--- src/rtl/sram_ctl_pkg.sv ---
// Shared types and elaboration-time helpers for the SRAM controller.
// Assumes limits and clock period are positive integer nanoseconds.
package sram_ctl_pkg;

    typedef enum logic [1:0] {
        ST_IDLE,
        ST_RD,
        ST_WTURN,
        ST_WPULSE
    } seq_state_t;

    // Cycles needed to cover a limit, never fewer than one.
    function automatic int ns_to_cycles(input int limit_ns, input int period_ns);
        int c;
        c = (limit_ns + period_ns - 1) / period_ns;
        if (c < 1) c = 1;
        return c;
    endfunction

    function automatic int max2(input int a, input int b);
        return (a > b) ? a : b;
    endfunction

endpackage

--- src/rtl/sram_ctl_waitcnt.sv ---
// Down counter used for phase lengths and minimum cycle time.
// Loads a value, then decrements once per clock until it reaches zero.
// Assumes load values fit in CNT_W bits.
module sram_ctl_waitcnt #(
    parameter int CNT_W = 3
) (
    input  logic             clk,
    input  logic             rst_n,
    input  logic             load,
    input  logic [CNT_W-1:0] load_val,
    output logic             zero
);

    logic [CNT_W-1:0] cnt_q;

    // Load or count down, stopping at zero.
    always_ff @(posedge clk) begin
        if (!rst_n)            cnt_q <= '0;
        else if (load)         cnt_q <= load_val;
        else if (cnt_q != '0)  cnt_q <= cnt_q - 1'b1;
    end

    assign zero = (cnt_q == '0);

endmodule

--- src/rtl/sram_ctl_seq.sv ---
// Cycle sequencer: owns the handshake, the phase order and the
// registered control strobes (chip select, output enable, write enable,
// data drive). Assumes phase counters are loaded with length-1.
module sram_ctl_seq
    import sram_ctl_pkg::*;
#(
    parameter int N_HZ  = 1,
    parameter int N_WP  = 1,
    parameter int N_ACC = 2,
    parameter int N_CYC = 2,
    parameter int CNT_W = 2
) (
    input  logic             clk,
    input  logic             rst_n,
    input  logic             req,
    input  logic             req_wr,
    input  logic             ph_zero,
    input  logic             cyc_zero,
    output logic             ready,
    output logic             launch,
    output logic             finish,
    output logic             capture,
    output logic             ph_load,
    output logic [CNT_W-1:0] ph_val,
    output logic             cyc_load,
    output logic [CNT_W-1:0] cyc_val,
    output logic             ce_n,
    output logic             oe_n,
    output logic             we_n,
    output logic             dq_oe
);

    seq_state_t state_q, state_d;
    logic ce_d, oe_d, we_d, drv_d;

    // Handshake and next-state / next-strobe decode.
    always_comb begin
        ready    = (state_q == ST_IDLE) && cyc_zero;
        launch   = req && ready;
        finish   = ((state_q == ST_RD) || (state_q == ST_WPULSE)) && ph_zero;
        capture  = (state_q == ST_RD) && ph_zero;
        cyc_load = launch;
        cyc_val  = CNT_W'(N_CYC - 1);
        state_d  = state_q;
        ph_load  = 1'b0;
        ph_val   = '0;
        ce_d     = ce_n;
        oe_d     = oe_n;
        we_d     = we_n;
        drv_d    = dq_oe;
        case (state_q)
            ST_IDLE: begin
                if (launch) begin
                    ce_d    = 1'b0;
                    ph_load = 1'b1;
                    if (req_wr) begin
                        state_d = ST_WTURN;
                        ph_val  = CNT_W'(N_HZ - 1);
                    end else begin
                        state_d = ST_RD;
                        oe_d    = 1'b0;
                        ph_val  = CNT_W'(N_ACC - 1);
                    end
                end
            end
            ST_WTURN: begin
                if (ph_zero) begin
                    state_d = ST_WPULSE;
                    we_d    = 1'b0;
                    drv_d   = 1'b1;
                    ph_load = 1'b1;
                    ph_val  = CNT_W'(N_WP - 1);
                end
            end
            ST_WPULSE: begin
                if (ph_zero) begin
                    state_d = ST_IDLE;
                    we_d    = 1'b1;
                    drv_d   = 1'b0;
                    ce_d    = 1'b1;
                end
            end
            ST_RD: begin
                if (ph_zero) begin
                    state_d = ST_IDLE;
                    oe_d    = 1'b1;
                    ce_d    = 1'b1;
                end
            end
            default: state_d = ST_IDLE;
        endcase
    end

    // State and glitch-free registered strobes.
    always_ff @(posedge clk) begin
        if (!rst_n) begin
            state_q <= ST_IDLE;
            ce_n    <= 1'b1;
            oe_n    <= 1'b1;
            we_n    <= 1'b1;
            dq_oe   <= 1'b0;
        end else begin
            state_q <= state_d;
            ce_n    <= ce_d;
            oe_n    <= oe_d;
            we_n    <= we_d;
            dq_oe   <= drv_d;
        end
    end

    // never drive while the memory may be driving.
    a_r6_drive_oe_high: assert property (@(posedge clk) disable iff (!rst_n)
        dq_oe |-> oe_n);

    // write enable only inside chip select, with output enable high.
    a_r2_we_in_ce: assert property (@(posedge clk) disable iff (!rst_n)
        !we_n |-> (!ce_n && oe_n));

    // data drive starts only after the turnaround phase.
    a_r6_turn_first: assert property (@(posedge clk) disable iff (!rst_n)
        $rose(dq_oe) |-> ($past(state_q) == ST_WTURN));

endmodule

--- src/rtl/sram_ctl_bus.sv ---
// Address, byte-strobe and data registers of the controller.
// Latches the request on launch, releases strobes on finish, and
// captures each read byte lane independently. Assumes DATA_W = 8*LANES.
module sram_ctl_bus #(
    parameter int ADDR_W = 16,
    parameter int DATA_W = 16,
    parameter int LANES  = 2
) (
    input  logic              clk,
    input  logic              rst_n,
    input  logic              launch,
    input  logic              finish,
    input  logic              capture,
    input  logic [ADDR_W-1:0] req_addr,
    input  logic [DATA_W-1:0] req_wdata,
    input  logic [LANES-1:0]  req_be,
    input  logic [DATA_W-1:0] mem_dq_in,
    output logic [ADDR_W-1:0] mem_addr,
    output logic [LANES-1:0]  mem_be_n,
    output logic [DATA_W-1:0] mem_dq_out,
    output logic [DATA_W-1:0] rd_data
);

    localparam int LANE_W = DATA_W / LANES;

    logic [LANES-1:0] be_q;

    // Hold the request fields for the whole memory cycle.
    always_ff @(posedge clk) begin
        if (!rst_n) begin
            mem_addr   <= '0;
            mem_dq_out <= '0;
            be_q       <= '0;
            mem_be_n   <= '1;
        end else if (launch) begin
            mem_addr   <= req_addr;
            mem_dq_out <= req_wdata;
            be_q       <= req_be;
            mem_be_n   <= ~req_be;
        end else if (finish) begin
            mem_be_n   <= '1;
        end
    end

    genvar l;
    generate
        for (l = 0; l < LANES; l++) begin : g_lane
            logic [LANE_W-1:0] lane_q;
            // Capture one byte lane; disabled lanes read as zero.
            always_ff @(posedge clk) begin
                if (!rst_n)       lane_q <= '0;
                else if (capture) lane_q <= be_q[l] ? mem_dq_in[l*LANE_W +: LANE_W] : '0;
            end
            assign rd_data[l*LANE_W +: LANE_W] = lane_q;
        end
    endgenerate

    // strobes reflect the latched enables whenever they are active.
    a_r4_strobe_mirror: assert property (@(posedge clk) disable iff (!rst_n)
        (mem_be_n != '1) |-> (mem_be_n == ~be_q));

endmodule

--- src/rtl/sram_ctl.sv ---
// Synchronous controller for a 16-bit asynchronous SRAM with byte
// strobes. Converts nanosecond limits into wait states at elaboration.
// Assumes the pad ring builds the tri-state buffer from dq_out/dq_oe.
module sram_ctl
    import sram_ctl_pkg::*;
#(
    parameter int CLK_PERIOD_NS    = 10,
    parameter int ADDR_W           = 16,
    parameter int DATA_W           = 16,
    parameter int T_OE_HIZ_NS      = 7,
    parameter int T_WE_PULSE_NS    = 10,
    parameter int T_WDATA_SETUP_NS = 8,
    parameter int T_ADDR_SETUP_NS  = 10,
    parameter int T_BE_SETUP_NS    = 9,
    parameter int T_ADDR_ACCESS_NS = 15,
    parameter int T_OE_ACCESS_NS   = 7,
    parameter int T_RD_CYCLE_NS    = 15,
    parameter int T_WR_CYCLE_NS    = 15
) (
    input  logic                 clk,
    input  logic                 rst_n,
    input  logic                 req,
    output logic                 ready,
    input  logic                 req_wr,
    input  logic [ADDR_W-1:0]    req_addr,
    input  logic [DATA_W-1:0]    req_wdata,
    input  logic [DATA_W/8-1:0]  req_be,
    output logic [DATA_W-1:0]    rd_data,
    output logic                 mem_ce_n,
    output logic                 mem_oe_n,
    output logic                 mem_we_n,
    output logic [DATA_W/8-1:0]  mem_be_n,
    output logic [ADDR_W-1:0]    mem_addr,
    output logic [DATA_W-1:0]    mem_dq_out,
    input  logic [DATA_W-1:0]    mem_dq_in,
    output logic                 mem_dq_oe
);

    localparam int LANES = DATA_W / 8;
    localparam int N_HZ  = ns_to_cycles(T_OE_HIZ_NS, CLK_PERIOD_NS);
    localparam int N_WP  = ns_to_cycles(max2(max2(T_WE_PULSE_NS, T_WDATA_SETUP_NS),
                                             max2(T_ADDR_SETUP_NS, T_BE_SETUP_NS)),
                                        CLK_PERIOD_NS);
    localparam int N_ACC = ns_to_cycles(max2(T_ADDR_ACCESS_NS, T_OE_ACCESS_NS), CLK_PERIOD_NS);
    localparam int N_CYC = ns_to_cycles(max2(T_RD_CYCLE_NS, T_WR_CYCLE_NS), CLK_PERIOD_NS);
    localparam int N_MAX = max2(max2(N_HZ, N_WP), max2(N_ACC, N_CYC));
    localparam int CNT_W = $clog2(N_MAX + 1);

    logic             launch, finish, capture;
    logic             ph_load, ph_zero, cyc_load, cyc_zero;
    logic [CNT_W-1:0] ph_val, cyc_val;

    sram_ctl_seq #(
        .N_HZ(N_HZ), .N_WP(N_WP), .N_ACC(N_ACC), .N_CYC(N_CYC), .CNT_W(CNT_W)
    ) u_seq (
        .clk(clk), .rst_n(rst_n), .req(req), .req_wr(req_wr),
        .ph_zero(ph_zero), .cyc_zero(cyc_zero),
        .ready(ready), .launch(launch), .finish(finish), .capture(capture),
        .ph_load(ph_load), .ph_val(ph_val), .cyc_load(cyc_load), .cyc_val(cyc_val),
        .ce_n(mem_ce_n), .oe_n(mem_oe_n), .we_n(mem_we_n), .dq_oe(mem_dq_oe)
    );

    sram_ctl_waitcnt #(.CNT_W(CNT_W)) u_phase_cnt (
        .clk(clk), .rst_n(rst_n), .load(ph_load), .load_val(ph_val), .zero(ph_zero)
    );

    sram_ctl_waitcnt #(.CNT_W(CNT_W)) u_cycle_cnt (
        .clk(clk), .rst_n(rst_n), .load(cyc_load), .load_val(cyc_val), .zero(cyc_zero)
    );

    sram_ctl_bus #(.ADDR_W(ADDR_W), .DATA_W(DATA_W), .LANES(LANES)) u_bus (
        .clk(clk), .rst_n(rst_n), .launch(launch), .finish(finish), .capture(capture),
        .req_addr(req_addr), .req_wdata(req_wdata), .req_be(req_be),
        .mem_dq_in(mem_dq_in), .mem_addr(mem_addr), .mem_be_n(mem_be_n),
        .mem_dq_out(mem_dq_out), .rd_data(rd_data)
    );

    // Checker state: lengths of the current write pulse and read window.
    logic [CNT_W-1:0] chk_we_run, chk_rd_run;

    // Count consecutive cycles of write pulse and of read window.
    always_ff @(posedge clk) begin
        if (!rst_n) begin
            chk_we_run <= '0;
            chk_rd_run <= '0;
        end else begin
            chk_we_run <= !mem_we_n ? chk_we_run + 1'b1 : '0;
            chk_rd_run <= !mem_oe_n ? chk_rd_run + 1'b1 : '0;
        end
    end

    // write pulse length is the computed count.
    a_r9_pulse_len: assert property (@(posedge clk) disable iff (!rst_n)
        $rose(mem_we_n) |-> (chk_we_run == CNT_W'(N_WP)));

    // read window length is the computed count.
    a_r3_read_len: assert property (@(posedge clk) disable iff (!rst_n)
        $rose(mem_oe_n) |-> (chk_rd_run == CNT_W'(N_ACC)));

    // address and byte strobes hold while chip select is low.
    a_r8_addr_hold: assert property (@(posedge clk) disable iff (!rst_n)
        (!mem_ce_n && $past(!mem_ce_n)) |-> ($stable(mem_addr) && $stable(mem_be_n)));

    // write data does not move during the drive window.
    a_r2_data_hold: assert property (@(posedge clk) disable iff (!rst_n)
        (mem_dq_oe && $past(mem_dq_oe)) |-> $stable(mem_dq_out));

    // ready is only offered with the memory deselected.
    a_r7_ready_idle: assert property (@(posedge clk) disable iff (!rst_n)
        ready |-> mem_ce_n);

endmodule

--- config.mk ---
export PLATFORM = sky130hd
export DESIGN_NAME = sram_ctl
export DESIGN_NICKNAME = d
export VERILOG_FILES = /design/src/rtl/sram_ctl_pkg.sv /design/src/rtl/sram_ctl_waitcnt.sv /design/src/rtl/sram_ctl_seq.sv /design/src/rtl/sram_ctl_bus.sv /design/src/rtl/sram_ctl.sv
export SDC_FILE = /design/constraint.sdc
export NUM_CORES = 1
export LEC_CHECK = 0
export BUFFER_PORTS_ARGS = -buffer_cell sky130_fd_sc_hd__buf_2
export CORE_MARGIN = 8
export CORE_UTILIZATION = 35
export CTS_CLUSTER_DIAMETER = 80
export DETAILED_ROUTE_END_ITERATION = 8
export PLACE_DENSITY = 0.62
export REMOVE_ABC_BUFFERS = 1
export SLEW_MARGIN = 40
export SYNTH_ARGS = -nofsm -noshare
export SYNTH_HDL_FRONTEND = slang
export SYNTH_HIERARCHICAL = 1
export SYNTH_SLANG_ARGS = --single-unit
export TNS_END_PERCENT = 10
--- constraint.sdc ---
create_clock -name clk -period 2.2 [get_ports clk]
set_input_delay 0.44 -clock clk [delete_from_list [all_inputs] [get_ports clk]]
set_output_delay 0.44 -clock clk [all_outputs]
set_load 0.1 [all_outputs]
==> impl_metrics.py <==
metrics = {
    "status": {
        "status": "finished clean",
    },
    "worst_setup_path": {
        "cp_max_fo": 6,
        "crit_path_end_kind": "output port",
        "slowest_stage": "buf_2",
        "crit_path_max_incr_delay_ns": 0.46,
        "r2r-start": "u_cycle_cnt/cnt_q[0]",
        "cp.required_ns": 1.76,
        "crit_arrival_ns": 1.59,
        "cp_top_family": "buffers and inverters",
        "path_class": "reg -> out",
        "startpoint": "u_cycle_cnt/cnt_q[0]",
        "startpoint_type": "flop",
        "crit_buf_inv": 2,
        "reg2reg_slack_ns": 0.44,
        "worstPathCellList": "inv_1, ha_1, nor3b_1, buf_2",
    },
    "timing": {
        "clock_skew_ns": 0.00561,
        "worst_slew_pin_slew_ns": 0.629,
        "finalHoldViolCount": 0,
        "rsz0062_at_grt": "false",
        "min_period_ns": 2.03,
        "tns_ns": 0,
        "slew_viol_final": 0,
        "max_freq_mhz": 493,
        "max_slew_margin": 0.581,
        "period_share": 0.923,
        "setup_violations": 0,
        "worst_slack_ns": 0.170,
    },
    "logic_synthesis": {
        "ys_seq_area_frac": 0.482,
        "yosys_warnings": 6,
        "synth_edf_count": 0,
        "synth_compound_area_frac": 0.0432,
        "ys_ff_latch": 62,
        "synth_cells": 251,
        "synthArstFlopShare": 0,
        "synth.avg_cell_area_sq_um": 10.3,
        "syn_area_sq_mm": 0.00257,
        "synth_top_family_by_area": "simple AND/OR/NAND/NOR gates",
        "synth_cell_types": 34,
        "muxShareOfSynthArea": 0.132,
        "synth_ff_type": "dfxtp_1",
        "synth-simple-area-share": 0.258,
        "synthAdderAreaFrac": 0.00972,
        "yosys.area_share.xor_xnor": 0.00680,
    },
    "detailed_routing": {
        "vias_per_cell": 4.55,
        "drt-initial-drc-count": 49,
        "drc": 0,
        "drtAntennaViolNets": 0,
        "vias": 2087,
        "wire_per_inst_um": 13.4,
        "firstDrtPassIters": 4,
        "drt_wl_total_mm": 6.14,
    },
    "floorplanning": {
        "die_h_um": 102,
        "rows": 31,
        "initial_core_util": 0.359,
        "io_pins": 109,
        "core_region_area_sq_mm": 0.00718,
        "die-area_sq_mm": 0.0104,
        "dieWidth_um": 102,
    },
    "placed_design": {
        "io_buffers": 108,
        "dpl_cell_area_sq_mm": 0.00318,
        "placedCellCount": 443,
        "preCtsSetupSlack_ns": 0.424,
        "place_congestion": 0.676,
        "place_hpwl_mm": 4.46,
    },
    "clock_tree": {
        "htreeDepth": 3,
        "clk_latency_ns": 0.32,
        "clk_pin_slew_worst_paths_ns": 0.07,
        "cts_hold_buffers": 0,
        "ctsRootBufferMaster": "clkbuf_8",
        "numCtsBuffers": 9,
        "clock-sinks": 62,
        "cts_resized": 0,
        "cts_buffer_depth": 2,
        "cts_tree": "done",
        "cts_setup_buffers": 0,
    },
    "finish": {
        "num-nets-final": 411,
        "finalNonFillerCells": 459,
        "n_antenna_cell": 0,
        "fin_util": 0.473,
        "stdcell_area_sq_mm": 0.00339,
        "layout-drive-gt1-share": 0.369,
        "syn_to_final_growth_pct": 31.8,
    },
    "grt": {
        "track_usage": 0.121,
        "antenna_found_initial": 1,
        "grt.overflow.total": 0,
        "grt_max_degree": 35,
        "grt_pass1_wl_mm": 10.0,
        "grt_pass1_vias": 2145,
    },
    "power": {
        "switching_share": 0.474,
        "ir_drop_uv": 547,
        "p_seq_frac": 0.297,
        "switchingPower_w": 0.00233,
        "clock_power_share": 0.220,
        "p_per_area_mw_per_mm2": 1450,
        "p_comb_frac": 0.483,
        "leakage_nw": 1.63,
        "p_int_w": 0.00259,
    },
    "run": {
        "maxCapViolCount": 0,
    },
    "min_path": {
        "holdCritStartpoint": "req_be[0]",
        "hp-class": "in -> reg",
    },
}
==> synth_stat cells (all sizes together) (2+ instances only) <==
master  instances  share of area
dfxtp          62           0.48
nor2b          37          0.090
mux2i          34           0.13
nand2          17          0.025
nand3b         17          0.050
nand4          16          0.039
buf            15          0.042
inv             9          0.013
clkbuf          7          0.010
nand3           5         0.0097
o21ai           3         0.0058
a31oi           2         0.0049
and2            2         0.0049
and2b           2         0.0058
conb            2         0.0029
ha              2         0.0097
nand2b          2          0.011
nor4b           2         0.0068
o31ai           2         0.0097
xor2            2         0.0068
==> registers in the layout, indices dropped and copies added (netlist names), 2 cells and up <==
register / flops
u_bus/g_lane.lane_q: 16
u_bus/mem_addr: 16
u_bus/mem_dq_out: 16
u_bus/be_q: 2
u_bus/mem_be_n: 2
u_cycle_cnt/cnt_q: 2
u_phase_cnt/cnt_q: 2
u_seq/state_q: 2
==> final timing paths <==
kind / to / cells past startpoint
max reg2reg: u_bus/mem_addr[2] / 6
min reg2reg: u_bus/g_lane[0].lane_q[0] / 2
min: u_bus/mem_be_n[0] / 2
max: ready / 4
==> routing by layer <==
metal / track usage / wire [um] / up-vias
li1: - / - / 1065
met1: 0.136 / 2640 / 958
met2: 0.196 / 2880 / 53
met3: 0.0598 / 539 / 9
met4: 0.0412 / 63 / 2
met5: 0 / 10 / -
==> through the flow <==
stage	hold slack [ns]	power, W
after global routing	0.327	0.00519
after detailed placement	0.458	0.00389
after CTS	0.302	0.00500
after floorplan	0.520	0.00343
final	0.323	0.00492
after global placement	0.452	0.00387
==> worst register-to-register path: cells and delay by family (launching register included) <==
family                     cells  cell delay (ns)
and+or+nand+nor                2             0.59
DFF                            1             0.32
buffers and inverters          2             0.31
adders and majority gates      1             0.24
muxes                          1             0.20
==> layout by cell type, fill, tap and decap left out <==
cell	count
nor3b_1	1
a21oi_1	1
ha_1	2
clkbuf_8	10
bufinv_16	2
mux2i_1	34
and2b_1	2
inv_1	9
o31ai_2	2
dfxtp_1	62
nor4b_1	2
and2_1	2
and4bb_4	1
a32o_1	1
nand2_1	17
a32oi_1	1
o21ai_1	3
xor2_1	2
a31oi_1	2
o211ai_1	1
a21o_1	1
and3b_1	1
nand3_1	5
o211a_1	1
nor4bb_1	1
buf_4	4
o311a_1	1
clkbuf_1	2
nand2b_4	2
nand4_1	16
buf_12	2
conb_1	3
nand3b_1	17
nor2b_1	37
clkinv_2	2
buf_2	108
==> power by group through the flow <==
stage	clock network, W	logic [W]	registers, W
floorplan	0	0.000791	0.00264
global placement	0	0.00238	0.00149
detailed placement	0	0.00240	0.00149
CTS	0.00113	0.00241	0.00146
global route	0.00118	0.00251	0.00150
finish	0.00108	0.00238	0.00146
==> area by class of cell <==
cell class	count	area, sq um
clock buffers	12	145
repair buffers	114	611
inverters	9	33.8
fillers	707	3780
multi-input cells	159	1170
clock inverters	4	70.1
flip-flops and latches	62	1240
well taps	99	124
==> cell families after synthesis <==
family	after synthesis
mux	34
other cells	2
fa+ha+maj	2
simple gates	104
xor+xnor	2
buf+inv	31
flops	62
compound gates	14
(Power assumes the default switching activity.)
